[src/rtl/burst_lo_pkg.sv]
package burst_lo_pkg;
  // Width of the burst position: 2 bits gives four beats per burst
  localparam int unsigned LO_W = 2;

  typedef enum logic {
    ORD_LINEAR     = 1'b0,
    ORD_INTERLEAVE = 1'b1
  } order_e;
endpackage

[src/rtl/burst_step_ctr.sv]
module burst_step_ctr #(
  parameter int unsigned W = burst_lo_pkg::LO_W
) (
  input  logic         clk_i,
  input  logic         rst_ni,
  input  logic         ld_i,
  input  logic [W-1:0] start_i,
  input  logic         adv_ni,
  output logic [W-1:0] base_o,
  output logic [W-1:0] beat_o
);
  localparam logic [W-1:0] ONE = W'(1);

  // Named events for the assertions; a load shadows an advance
  logic ev_load, ev_step, ev_hold;
  assign ev_load = ld_i;
  assign ev_step = !ld_i && !adv_ni;
  assign ev_hold = !ld_i && adv_ni;

  logic [W-1:0] base_q, beat_q;

  always_ff @(posedge clk_i or negedge rst_ni) begin
    if (!rst_ni) begin
      base_q <= '0;
      beat_q <= '0;
    end else if (ev_load) begin
      base_q <= start_i;
      beat_q <= '0;
    end else if (ev_step) begin
      beat_q <= beat_q + ONE;  // wraps naturally after the last beat
    end
  end

  assign base_o = base_q;
  assign beat_o = beat_q;

  p_load_base_r2: assert property (@(posedge clk_i) disable iff (!rst_ni)
    ev_load |=> (base_q == $past(start_i)) && (beat_q == '0));

  p_step_one_r3: assert property (@(posedge clk_i) disable iff (!rst_ni)
    ev_step |=> (beat_q == $past(beat_q) + ONE) && $stable(base_q));

  p_hold_r3: assert property (@(posedge clk_i) disable iff (!rst_ni)
    ev_hold |=> $stable(beat_q) && $stable(base_q));

  p_load_wins_r7: assert property (@(posedge clk_i) disable iff (!rst_ni)
    (ev_load && !adv_ni) |=> (beat_q == '0));
endmodule

[src/rtl/burst_order_reg.sv]
module burst_order_reg
  import burst_lo_pkg::*;
(
  input  logic   clk_i,
  input  logic   rst_ni,
  input  logic   sel_i,
  output order_e order_o
);
  order_e order_q;

  always_ff @(posedge clk_i or negedge rst_ni) begin
    if (!rst_ni) order_q <= ORD_LINEAR;
    else         order_q <= order_e'(sel_i);
  end

  assign order_o = order_q;

  p_order_latency_r8: assert property (@(posedge clk_i) disable iff (!rst_ni)
    1'b1 |=> (order_q == order_e'($past(sel_i))));
endmodule

[src/rtl/burst_addr_map.sv]
module burst_addr_map
  import burst_lo_pkg::*;
#(
  parameter int unsigned W = LO_W
) (
  input  order_e       order_i,
  input  logic [W-1:0] base_i,
  input  logic [W-1:0] beat_i,
  output logic [W-1:0] addr_o
);
  function automatic logic [W-1:0] linear_pos(logic [W-1:0] b, logic [W-1:0] k);
    return b + k;
  endfunction

  function automatic logic [W-1:0] interleave_pos(logic [W-1:0] b, logic [W-1:0] k);
    return b ^ k;
  endfunction

  always_comb begin
    unique case (order_i)
      ORD_INTERLEAVE: addr_o = interleave_pos(base_i, beat_i);
      default:        addr_o = linear_pos(base_i, beat_i);
    endcase
  end

  // The first beat is the start address in either order
  always_comb begin
    if (beat_i == '0) begin
      a_first_beat_r6: assert (addr_o == base_i);
    end
  end
endmodule

[src/rtl/burst_lo_counter.sv]
module burst_lo_counter
  import burst_lo_pkg::*;
#(
  parameter int unsigned W = LO_W
) (
  input  logic         clk_i,
  input  logic         rst_ni,
  input  logic         strobe_ld_i,
  input  logic [W-1:0] start_lo_i,
  input  logic         adv_ni,
  input  logic         order_sel_i,
  output logic [W-1:0] burst_lo_o
);
  logic [W-1:0] base_w, beat_w;
  order_e       order_w;

  burst_step_ctr #(.W(W)) u_ctr (
    .clk_i   (clk_i),
    .rst_ni  (rst_ni),
    .ld_i    (strobe_ld_i),
    .start_i (start_lo_i),
    .adv_ni  (adv_ni),
    .base_o  (base_w),
    .beat_o  (beat_w)
  );

  burst_order_reg u_ord (
    .clk_i   (clk_i),
    .rst_ni  (rst_ni),
    .sel_i   (order_sel_i),
    .order_o (order_w)
  );

  burst_addr_map #(.W(W)) u_map (
    .order_i (order_w),
    .base_i  (base_w),
    .beat_i  (beat_w),
    .addr_o  (burst_lo_o)
  );

  p_load_out_r2: assert property (@(posedge clk_i) disable iff (!rst_ni)
    strobe_ld_i |=> (burst_lo_o == $past(start_lo_i)));

  p_hold_out_r3: assert property (@(posedge clk_i) disable iff (!rst_ni)
    (!strobe_ld_i && adv_ni && (order_sel_i == order_w)) |=> $stable(burst_lo_o));
endmodule

[config.mk]
export PLATFORM = sky130hd
export DESIGN_NAME = burst_lo_counter
export DESIGN_NICKNAME = d
export VERILOG_FILES = /design/src/rtl/burst_lo_pkg.sv /design/src/rtl/burst_step_ctr.sv /design/src/rtl/burst_order_reg.sv /design/src/rtl/burst_addr_map.sv /design/src/rtl/burst_lo_counter.sv
export SDC_FILE = /design/constraint.sdc
export NUM_CORES = 1
export LEC_CHECK = 0
export ABC_AREA = 1
export BUFFER_PORTS_ARGS = -buffer_cell sky130_fd_sc_hd__buf_2
export CORE_AREA = 5 5 42 44
export DETAILED_ROUTE_END_ITERATION = 10
export DIE_AREA = 0 0 47 49
export PLACE_DENSITY_LB_ADDON = 0.3
export SLEW_MARGIN = 20
export SYNTH_ARGS = -nofsm -noshare
export SYNTH_HDL_FRONTEND = slang
export SYNTH_HIERARCHICAL = 1
export SYNTH_SLANG_ARGS = --single-unit
export TNS_END_PERCENT = 50
[constraint.sdc]
create_clock -name clk_i -period 1.1 [get_ports clk_i]
set_input_delay 0.11 -clock clk_i [delete_from_list [all_inputs] [get_ports clk_i]]
set_output_delay 0.11 -clock clk_i [all_outputs]
set_load 0.01 [all_outputs]
==> results of run 1 <==
-- what timing repair did --
item / in CTS / in global routing
hold buffers: 2 / 0
hold endpoints to repair: 6 / 0
resized for setup: 0 / 6
pin swaps: 0 / 1
setup endpoints to repair: 2 / 2
-- worst min-delay path by stage --
| stage | end | cells after the start |
|---|---|---|
| global placement | u_ctr/beat_o[1] | 1 |
| floorplan | u_ctr/base_o[0] | 0 |
| CTS | u_ctr/base_o[1] | 3 |
| detailed placement | u_ctr/beat_o[0] | 1 |
| global route | u_ctr/base_o[1] | 3 |
| finish | u_ctr/base_o[1] | 3 |
-- synth_stat cells --
library cell | number | area share
sky130_fd_sc_hd__nand2_1 | 15 | 0.22
sky130_fd_sc_hd__nand3_1 | 3 | 0.059
sky130_fd_sc_hd__ha_1 | 1 | 0.049
sky130_fd_sc_hd__nor2_1 | 4 | 0.059
sky130_fd_sc_hd__a21oi_1 | 1 | 0.020
sky130_fd_sc_hd__inv_2 | 2 | 0.029
sky130_fd_sc_hd__inv_1 | 5 | 0.074
sky130_fd_sc_hd__dfrtp_1 | 5 | 0.49
-- power breakdown --
| part | internal [mW] | total (mW) | switching [mW] |
|---|---|---|---|
| Sequential | 0.198 | 0.212 | 0.0135 |
| Combinational | 0.0595 | 0.108 | 0.0483 |
| Clock | 0.137 | 0.215 | 0.0773 |
-- routing by layer --
metal / GRT usage / vias up
li1: - / 136
met1: 0.08889 / 105
met2: 0.06561 / 10
met3: 0.02583 / 2
met4: 0.08295 / 0
met5: 0 / -
-- registers in the layout, indices dropped and copies added, names as in the netlist --
name	flops
u_ord/order_o	1
u_ctr/beat_o	2
u_ctr/base_o	2
-- metrics by stage --
step / power, mW / hold slack, ns / utilization
after global placement: 0.2919 / -0.06278 / 0.2304
after global routing: 0.5863 / 0.06039 / 0.2830
final: 0.5341 / 0.07014 / 0.2830
after CTS: 0.5198 / 0.06446 / 0.2634
after detailed placement: 0.2935 / -0.06403 / 0.2304
after floorplan: 0.2565 / -0.1856 / -
-- critical path: stages, from the launching register on --
cell                      delay, ns
sky130_fd_sc_hd__dfrtp_1       0.40
sky130_fd_sc_hd__ha_4          0.17
sky130_fd_sc_hd__nand2_1       0.06
sky130_fd_sc_hd__nand3_1       0.07
sky130_fd_sc_hd__nand2_1       0.06
sky130_fd_sc_hd__inv_1         0.04
sky130_fd_sc_hd__buf_6         0.11
-- final cells by class --
class	count	area share
inverter	7	0.06625
timing repair buffer	11	0.2019
multi-input combinational	24	0.2997
sequential	5	0.3155
tap	16	0.05047
clock buffer	4	0.06625
-- cells by family (layout without fill, tap and decap cells) --
group,after synthesis,count (layout),synth area share
compound gates,1,1,0.01959
fa+ha+maj,1,1,0.04901
buf+inv,7,22,0.1030
flops,5,5,0.4902
simple gates,22,22,0.3382
==> metrics.txt, run 1 <==
# TYPE chip_impl_metric gauge
chip_impl_metric{name="ioPinCount",unit=""} 9
chip_impl_metric{name="clk_pin_slew",unit="ns"} 0.05
chip_impl_info{name="timing.hold.worst.class",value="in2reg"} 1
chip_impl_metric{name="power_leakage",unit="nW"} 0.2138
chip_impl_metric{name="clock_tree_sinks",unit=""} 5
chip_impl_info{name="critPathCapture",value="burst_lo_o[1]"} 1
chip_impl_metric{name="warnings_synthesis",unit=""} 6
chip_impl_metric{name="detail_route.iter0.violations",unit=""} 8
chip_impl_metric{name="synth.ff_latch_count",unit=""} 5
chip_impl_info{name="timing.critical_path.from_type",value="flip-flop"} 1
chip_impl_metric{name="finalMaxSlewViolations",unit=""} 0
chip_impl_metric{name="global_placement_routability_congestion",unit=""} 0.6627
chip_impl_metric{name="dp_hpwl",unit="microns"} 403.6
chip_impl_metric{name="hold_viol",unit=""} 0
chip_impl_metric{name="finalNonFillerCells",unit=""} 67
chip_impl_metric{name="post_drt_via_cell_ratio",unit=""} 3.776
chip_impl_metric{name="layout.area.seq",unit="sq um"} 125.1
chip_impl_metric{name="cap_violations",unit=""} 0
chip_impl_metric{name="mappedNetlistNets",unit=""} 44
chip_impl_metric{name="finClkSkew",unit="ns"} 0.0001114
chip_impl_metric{name="numCtsBuffers",unit=""} 3
chip_impl_metric{name="routed_wl",unit="microns"} 540
chip_impl_metric{name="multiInputGateArea",unit="sq um"} 118.9
chip_impl_metric{name="wl_per_cell",unit="microns"} 8.060
chip_impl_metric{name="cp.arrival",unit="ns"} 1.16
chip_impl_info{name="rsz0062_at_grt",value="yes"} 1
chip_impl_info{name="min-delay-start",value="start_lo_i[1]"} 1
chip_impl_metric{name="flow.area_growth_from_synthesis",unit="%"} 55.39
chip_impl_metric{name="cellPowerDensity",unit="nW/um^2"} 1347
chip_impl_metric{name="detail_route.drc_violations",unit=""} 0
chip_impl_metric{name="n_antenna_cell",unit=""} 0
chip_impl_info{name="failing_checks",value="setup timing"} 1
chip_impl_metric{name="grt_overflow",unit=""} 0
chip_impl_metric{name="synthesized_area",unit="sq um"} 255.2
chip_impl_metric{name="grt_max_degree",unit=""} 6
chip_impl_metric{name="final_layout_size_suffix_gt1_frac",unit=""} 0.3333
chip_impl_metric{name="drt-met1-wl",unit="microns"} 275
chip_impl_metric{name="cts_post_setup_buffers_inserted",unit=""} 0
chip_impl_info{name="setup.worst_path.start",value="u_ctr/beat_o[0]"} 1
chip_impl_info{name="timing.setup.critical_path_class",value="reg2out"} 1
chip_impl_info{name="clock-root-buffer",value="sky130_fd_sc_hd__clkbuf_4"} 1
chip_impl_metric{name="syn_avg_cell_area",unit="sq um"} 7.090
chip_impl_metric{name="initial_utilization",unit=""} 0.1821
chip_impl_info{name="tritoncts",value="yes"} 1
chip_impl_metric{name="placement_rows",unit=""} 14
chip_impl_metric{name="vdd.ir_drop.worst",unit="uV"} 646.7
chip_impl_metric{name="netlist_instances",unit=""} 36
chip_impl_metric{name="clock_tree.buffer_depth",unit=""} 2
chip_impl_info{name="layout_commonest_cell",value="sky130_fd_sc_hd__nand2_1"} 1
chip_impl_metric{name="cp_data_required_time",unit="ns"} 0.99
chip_impl_metric{name="nets_finish",unit=""} 60
chip_impl_metric{name="critical_path_peak_fanout",unit=""} 2
chip_impl_info{name="status",value="complete, but fails checks"} 1
chip_impl_metric{name="die_area",unit="sq um"} 2303
chip_impl_metric{name="period_needed",unit="ns"} 1.266
chip_impl_metric{name="max-slew-margin-rel",unit=""} 0.8894
chip_impl_metric{name="drtPass1Iterations",unit=""} 4
chip_impl_metric{name="layout.cell_area.non_filler",unit="sq um"} 396.6
chip_impl_metric{name="post_dp_cell_area",unit="sq um"} 322.8
chip_impl_metric{name="num_vias",unit=""} 253
chip_impl_metric{name="numPlacedInstances",unit=""} 61
chip_impl_metric{name="dp_worst_setup_slack",unit="ns"} 0.05346
chip_impl_metric{name="via_count_of_the_first_global_routing_pass",unit=""} 251
chip_impl_metric{name="dr_wl_met3",unit="microns"} 45
chip_impl_metric{name="grt_antenna_before_repair",unit=""} 0
chip_impl_metric{name="fillCellCount",unit=""} 160
chip_impl_metric{name="clock_tree.htree_level_count",unit=""} 1
chip_impl_info{name="source_of_the_worst_register_to_register_timing_path",value="u_ctr/beat_o[0]"} 1
chip_impl_metric{name="first_pass_grt_wire_length",unit="mm"} 1.000
chip_impl_metric{name="port_buffers",unit=""} 8
chip_impl_metric{name="synth_cell_type_count",unit=""} 8
chip_impl_info{name="reg2reg_to",value="u_ctr/beat_o[1]"} 1
chip_impl_metric{name="grt_usage",unit=""} 0.06643
chip_impl_metric{name="final.period_utilization",unit=""} 1.151
chip_impl_info{name="mostFrequentLayoutCells",value="sky130_fd_sc_hd__nand2_1 (15), sky130_fd_sc_hd__buf_2 (6), sky130_fd_sc_hd__dfrtp_1 (5)"} 1
chip_impl_metric{name="route.met2.wl",unit="microns"} 207
chip_impl_metric{name="clock.fmax",unit="MHz"} 789.6
chip_impl_metric{name="design.core.area",unit="sq um"} 1401
chip_impl_metric{name="dieHeight",unit="microns"} 49
chip_impl_info{name="topRoutingLayerUsed",value="met4"} 1
chip_impl_metric{name="timing.reg2reg.setup_slack",unit="ns"} 0.24
chip_impl_metric{name="worst_skew_pair.late_latency",unit="ns"} 0.24
chip_impl_metric{name="postLayoutSetupSlackWorst",unit="ns"} -0.1665
chip_impl_metric{name="sequential_cell_area_fraction_in_the_yosys_report",unit=""} 0.4902
chip_impl_info{name="endpoint_kind",value="output pin"} 1
chip_impl_metric{name="timing.final.setup_violations",unit=""} 2
chip_impl_metric{name="length_in_cells_of_the_worst_reg_to_reg_path",unit=""} 3
chip_impl_metric{name="worst_slew_pin_slew",unit="ns"} 0.1660
chip_impl_metric{name="detail-route-antenna-nets",unit=""} 0
chip_impl_metric{name="die_w",unit="microns"} 47
chip_impl_metric{name="tns",unit="ns"} -0.1849
Note: power is estimated with default switching activity, not from simulation.
==> run 2, diff against run 1 <==
Settings changed: CELL_PAD_IN_SITES_DETAIL_PLACEMENT from default to 1, CELL_PAD_IN_SITES_GLOBAL_PLACEMENT from default to 1.
==> metrics.txt, run 2 (same netlist as run 1, synthesis figures left out) <==
# TYPE chip_impl_metric gauge
chip_impl_metric{name="global_placement_routability_congestion",unit=""} 0.6476
chip_impl_metric{name="clk_pin_slew",unit="ns"} 0.04
chip_impl_info{name="layout_commonest_cell",value="sky130_fd_sc_hd__nand2_1"} 1
chip_impl_metric{name="detail_route.iter0.violations",unit=""} 0
chip_impl_metric{name="final.period_utilization",unit=""} 1.157
chip_impl_metric{name="via_count_of_the_first_global_routing_pass",unit=""} 267
chip_impl_metric{name="clock_tree.buffer_depth",unit=""} 2
chip_impl_metric{name="pwr-share-seq",unit=""} 0.399
chip_impl_metric{name="routed_wl",unit="microns"} 615
chip_impl_metric{name="num_vias",unit=""} 268
chip_impl_metric{name="timing.final.setup_violations",unit=""} 2
chip_impl_metric{name="grt_overflow",unit=""} 0
chip_impl_info{name="endpoint_kind",value="output pin"} 1
chip_impl_metric{name="finalMaxSlewViolations",unit=""} 0
chip_impl_metric{name="power_switching_share",unit=""} 0.2592
chip_impl_metric{name="finClkSkew",unit="ns"} 0.000005163
chip_impl_metric{name="worst_slew_pin_slew",unit="ns"} 0.1558
chip_impl_metric{name="nets_finish",unit=""} 61
chip_impl_metric{name="comb_power_share",unit=""} 0.205
chip_impl_metric{name="wl_per_cell",unit="microns"} 9.044
chip_impl_metric{name="die_area",unit="sq um"} 2303
chip_impl_metric{name="p_sw",unit="mW"} 0.1375
chip_impl_metric{name="port_buffers",unit=""} 8
chip_impl_metric{name="hold_viol",unit=""} 0
chip_impl_metric{name="clock_tree.htree_level_count",unit=""} 1
chip_impl_metric{name="postLayoutSetupSlackWorst",unit="ns"} -0.1731
chip_impl_metric{name="vdd.ir_drop.worst",unit="uV"} 393.0
chip_impl_metric{name="numCtsBuffers",unit=""} 3
chip_impl_metric{name="detail_route.drc_violations",unit=""} 0
chip_impl_metric{name="cp.arrival",unit="ns"} 1.16
chip_impl_metric{name="dp_worst_setup_slack",unit="ns"} 0.04302
chip_impl_metric{name="initial_utilization",unit=""} 0.1821
chip_impl_info{name="clock-root-buffer",value="sky130_fd_sc_hd__clkbuf_4"} 1
chip_impl_metric{name="post_drt_via_cell_ratio",unit=""} 3.941
chip_impl_info{name="mostFrequentLayoutCells",value="sky130_fd_sc_hd__nand2_1 (15), sky130_fd_sc_hd__buf_2 (7), sky130_fd_sc_hd__dfrtp_1 (5)"} 1
chip_impl_metric{name="design.core.area",unit="sq um"} 1401
chip_impl_metric{name="placement_rows",unit=""} 14
chip_impl_info{name="tritoncts",value="yes"} 1
chip_impl_metric{name="worst_skew_pair.late_latency",unit="ns"} 0.24
chip_impl_info{name="failing_checks",value="setup timing"} 1
chip_impl_metric{name="die_w",unit="microns"} 47
chip_impl_info{name="timing.critical_path.from_type",value="flip-flop"} 1
chip_impl_metric{name="clock_network_fraction_of_total_power",unit=""} 0.396
chip_impl_metric{name="cellPowerDensity",unit="nW/um^2"} 1342
chip_impl_metric{name="detail-route-antenna-nets",unit=""} 0
chip_impl_metric{name="grt_usage",unit=""} 0.06850
chip_impl_info{name="rsz0062_at_grt",value="yes"} 1
chip_impl_info{name="timing.hold.worst.class",value="in2reg"} 1
chip_impl_metric{name="cp_data_required_time",unit="ns"} 0.99
chip_impl_metric{name="clock_tree_sinks",unit=""} 5
chip_impl_metric{name="period_needed",unit="ns"} 1.273
chip_impl_metric{name="internal_power",unit="mW"} 0.3929
chip_impl_metric{name="dieHeight",unit="microns"} 49
chip_impl_metric{name="grt_max_degree",unit=""} 6
chip_impl_metric{name="n_antenna_cell",unit=""} 0
chip_impl_metric{name="grt_antenna_before_repair",unit=""} 0
chip_impl_metric{name="drtPass1Iterations",unit=""} 1
chip_impl_metric{name="cap_violations",unit=""} 0
chip_impl_metric{name="dp_hpwl",unit="microns"} 445.2
chip_impl_metric{name="power_leakage",unit="nW"} 0.2172
chip_impl_metric{name="critical_path_peak_fanout",unit=""} 2
chip_impl_info{name="timing.setup.critical_path_class",value="reg2out"} 1
chip_impl_metric{name="ioPinCount",unit=""} 9
chip_impl_metric{name="flow.area_growth_from_synthesis",unit="%"} 54.90
chip_impl_metric{name="clock.fmax",unit="MHz"} 785.5
chip_impl_info{name="status",value="complete, but fails checks"} 1
chip_impl_metric{name="first_pass_grt_wire_length",unit="mm"} 1.090
chip_impl_metric{name="final_layout_size_suffix_gt1_frac",unit=""} 0.3269
chip_impl_metric{name="final_core_utilization",unit=""} 0.2821
chip_impl_metric{name="max-slew-margin-rel",unit=""} 0.8962
[run 2: critical path, stage by stage, from the launching register on]
cell and delay, ns:
sky130_fd_sc_hd__dfrtp_1 0.38, sky130_fd_sc_hd__ha_4 0.15, sky130_fd_sc_hd__inv_2 0.02, sky130_fd_sc_hd__nor2_1 0.07, sky130_fd_sc_hd__nand3_1 0.08, sky130_fd_sc_hd__nand2_1 0.06
sky130_fd_sc_hd__inv_1 0.03, sky130_fd_sc_hd__buf_2 0.12
[run 2: final cells by class]
cell class	count	area (sq um)
inverters	7	26.28
fillers	188	1006
flip-flops and latches	5	125.1
repair buffers	12	81.33
well taps	16	20.02
multi-input cells	24	116.4
clock buffers	4	26.28
[run 2: stage by stage]
step	total power [mW]	instance area [sq um]	instances	setup TNS, ns	hold slack (ns)
global placement	0.2925	322.8	61	0	-0.06231
finish	0.5304	395.4	68	-0.2017	0.06862
CTS	0.5366	387.9	67	-0.2469	0.06675
floorplan	0.2565	255.2	36	0	-0.1856
detailed placement	0.2951	322.8	61	0	-0.06596
global route	0.5774	395.4	68	-0.3624	0.08441
[run 2: repair_timing]
item                                    in CTS  in global routing
cloned                                       0                  0
gates resized for setup                      3                  1
buffers inserted                             0                  1
endpoints found under the hold margin        6                  0
hold buffers                                 2                  0
endpoints found under the setup margin       2                  2
[run 2: final timing paths]
path / from / endpoint / slack, ns / cells after the start
max in group asynchronous: rst_ni / u_ord/order_o / 0.75 / 2
min in group asynchronous: rst_ni / u_ctr/beat_o[0] / 0.22 / 2
min: start_lo_i[0] / u_ctr/base_o[0] / 0.07 / 3
max: u_ctr/base_o[0] / burst_lo_o[1] / -0.17 / 7
max reg2reg: u_ctr/beat_o[0] / u_ctr/beat_o[1] / 0.24 / 3
min reg2reg: u_ctr/base_o[1] / u_ctr/base_o[1] / 0.53 / 2
[run 2: metal layers]
layer	track usage	wire length, microns	vias to the layer above
met5	0	0	-
met4	0.05530	8	0
met3	0.02214	31	2
met2	0.09729	306	6
met1	0.07982	270	123
li1	-	-	137
[run 2: power by group through the flow]
stage	sequential, mW	clock [mW]	combinational, mW
after global placement	0.212	0	0.0809
final	0.212	0.210	0.109
after floorplan	0.211	0	0.0460
after detailed placement	0.212	0	0.0829
after global routing	0.215	0.240	0.123
after CTS	0.212	0.220	0.104
==> run 3, diff against run 2 <==
Settings changed: CELL_PAD_IN_SITES_GLOBAL_PLACEMENT 1 to 2.
==> metrics.txt, run 3 (same netlist as run 1, synthesis figures left out) <==
# TYPE chip_impl_metric gauge
chip_impl_metric{name="cap_violations",unit=""} 0
chip_impl_metric{name="fin_worst_hold_slack",unit="ns"} 0.07249
chip_impl_metric{name="global_placement_routability_congestion",unit=""} 0.6360
chip_impl_metric{name="layout.cell_area.non_filler",unit="sq um"} 387.9
chip_impl_metric{name="routed_wl",unit="microns"} 604
chip_impl_metric{name="port_buffers",unit=""} 8
chip_impl_metric{name="flow.area_growth_from_synthesis",unit="%"} 51.96
chip_impl_metric{name="final.period_utilization",unit=""} 1.156
chip_impl_metric{name="tns",unit="ns"} -0.1885
chip_impl_metric{name="die_w",unit="microns"} 47
chip_impl_metric{name="n_antenna_cell",unit=""} 0
chip_impl_metric{name="critical_path_peak_fanout",unit=""} 2
chip_impl_metric{name="cp.arrival",unit="ns"} 1.16
chip_impl_metric{name="ioPinCount",unit=""} 9
chip_impl_metric{name="finalNonFillerCells",unit=""} 67
chip_impl_metric{name="grt_antenna_before_repair",unit=""} 0
chip_impl_info{name="failing_checks",value="setup timing"} 1
chip_impl_metric{name="grt_usage",unit=""} 0.07001
chip_impl_metric{name="worst_skew_pair.late_latency",unit="ns"} 0.24
chip_impl_metric{name="wl_per_cell",unit="microns"} 9.015
chip_impl_metric{name="detail-route-antenna-nets",unit=""} 0
chip_impl_info{name="timing.critical_path.from_type",value="flip-flop"} 1
chip_impl_metric{name="grt_overflow",unit=""} 0
chip_impl_metric{name="clk_pin_slew",unit="ns"} 0.04
chip_impl_metric{name="design.core.area",unit="sq um"} 1401
chip_impl_metric{name="post_drt_via_cell_ratio",unit=""} 3.940
chip_impl_info{name="cp_top_family",value="flip-flops"} 1
chip_impl_info{name="slowest_stage",value="sky130_fd_sc_hd__dfrtp_1"} 1
chip_impl_metric{name="finClkSkew",unit="ns"} 0.00005917
chip_impl_metric{name="nets_finish",unit=""} 60
chip_impl_metric{name="hold_viol",unit=""} 0
chip_impl_metric{name="cellPowerDensity",unit="nW/um^2"} 1346
chip_impl_info{name="timing.hold.worst.class",value="in2reg"} 1
chip_impl_metric{name="initial_utilization",unit=""} 0.1821
chip_impl_metric{name="worst_slew_pin_slew",unit="ns"} 0.1466
chip_impl_metric{name="clock_tree.htree_level_count",unit=""} 1
chip_impl_metric{name="numCtsBuffers",unit=""} 3
chip_impl_metric{name="critical_path.n_buffers_inverters",unit=""} 2
chip_impl_metric{name="cp_data_required_time",unit="ns"} 0.99
chip_impl_info{name="tritoncts",value="yes"} 1
chip_impl_metric{name="clock_tree_sinks",unit=""} 5
chip_impl_info{name="timing.setup.critical_path_class",value="reg2out"} 1
chip_impl_metric{name="final_core_utilization",unit=""} 0.2768
chip_impl_metric{name="final_layout_size_suffix_gt1_frac",unit=""} 0.3137
chip_impl_info{name="rsz0062_at_grt",value="yes"} 1
chip_impl_metric{name="dieHeight",unit="microns"} 49
chip_impl_metric{name="placement_rows",unit=""} 14
chip_impl_metric{name="finalMaxSlewViolations",unit=""} 0
chip_impl_metric{name="num_vias",unit=""} 264
chip_impl_metric{name="detail_route.iter0.violations",unit=""} 1
chip_impl_metric{name="period_needed",unit="ns"} 1.271
chip_impl_info{name="mostFrequentLayoutCells",value="sky130_fd_sc_hd__nand2_1 (15), sky130_fd_sc_hd__buf_2 (7), sky130_fd_sc_hd__dfrtp_1 (5)"} 1
chip_impl_metric{name="vdd.ir_drop.worst",unit="uV"} 446.7
chip_impl_metric{name="postLayoutSetupSlackWorst",unit="ns"} -0.1711
chip_impl_info{name="cp_cell_sequence",value="ha_4 -> nand2_1 -> nand3_1 -> nand2_1 -> inv_1 -> buf_2"} 1
chip_impl_metric{name="power_leakage",unit="nW"} 0.2122
chip_impl_metric{name="drtPass1Iterations",unit=""} 3
chip_impl_info{name="clock-root-buffer",value="sky130_fd_sc_hd__clkbuf_4"} 1
chip_impl_metric{name="max-slew-margin-rel",unit=""} 0.9022
chip_impl_info{name="status",value="complete, but fails checks"} 1
chip_impl_metric{name="timing.final.setup_violations",unit=""} 2
chip_impl_metric{name="die_area",unit="sq um"} 2303
chip_impl_metric{name="first_pass_grt_wire_length",unit="mm"} 1.131
chip_impl_metric{name="detail_route.drc_violations",unit=""} 0
chip_impl_metric{name="dp_hpwl",unit="microns"} 476.3
chip_impl_info{name="cp_common_cell",value="sky130_fd_sc_hd__nand2_1"} 1
chip_impl_metric{name="numPlacedInstances",unit=""} 61
chip_impl_info{name="layout_commonest_cell",value="sky130_fd_sc_hd__nand2_1"} 1
chip_impl_metric{name="clock_tree.buffer_depth",unit=""} 2
chip_impl_metric{name="post_dp_cell_area",unit="sq um"} 322.8
chip_impl_metric{name="critical_path.max_stage_delay",unit="ns"} 0.40
chip_impl_metric{name="grt_max_degree",unit=""} 6
chip_impl_info{name="endpoint_kind",value="output pin"} 1
chip_impl_metric{name="clock.fmax",unit="MHz"} 786.7
chip_impl_metric{name="via_count_of_the_first_global_routing_pass",unit=""} 302
-- run 3: worst min-delay path, stage by stage --
cell and delay [ns]:
sky130_fd_sc_hd__buf_2 0.07, sky130_fd_sc_hd__nand2_1 0.04, sky130_fd_sc_hd__nand2_1 0.05
-- run 3: repair_timing --
item,4_1_cts,5_1_grt
hold buffers,2,0
setup buffers,0,0
gates resized for setup,0,4
endpoints found under the hold margin,6,0
pin swaps,0,0
endpoints found under the setup margin,2,2
-- run 3: area by class of cell --
class                      count  area [sq um]
fill                         185          1013
timing repair buffer          11         73.82
sequential                     5         125.1
tap                           16         20.02
inverter                       7         26.28
multi-input combinational     24         116.4
clock buffer                   4         26.28
-- run 3: layer usage --
metal | track usage | vias to the layer above | share of wire
met2 | 0.09955 | 7 | 0.50
met5 | 0 | - | 0
met4 | 0.05530 | 0 | 0
li1 | - | 135 | -
met3 | 0.03321 | 0 | 0.056
met1 | 0.07572 | 122 | 0.44
-- run 3: report_power, final --
part	total (mW)	internal [mW]	switching [mW]
logic	0.101	0.0532	0.0482
registers	0.211	0.198	0.0133
clock network	0.209	0.137	0.0721
-- run 3: path summary, 6_finish.rpt --
check | slack, ns | startpoint | cells past startpoint | endpoint
max in group asynchronous | 0.75 | rst_ni | 2 | u_ctr/base_o[0]
min reg2reg | 0.53 | u_ctr/base_o[1] | 2 | u_ctr/base_o[1]
max | -0.17 | u_ctr/beat_o[0] | 6 | burst_lo_o[1]
max reg2reg | 0.23 | u_ctr/beat_o[0] | 3 | u_ctr/beat_o[1]
min in group asynchronous | 0.22 | rst_ni | 2 | u_ctr/base_o[1]
min | 0.07 | start_lo_i[1] | 3 | u_ctr/base_o[1]
-- run 3: stage by stage --
stage | total power [mW] | setup WS (ns)
floorplan | 0.2565 | 0.1510
global placement | 0.2945 | 0.04946
detailed placement | 0.2959 | 0.05975
CTS | 0.5174 | -0.1990
global route | 0.5615 | -0.2609
finish | 0.5219 | -0.1711
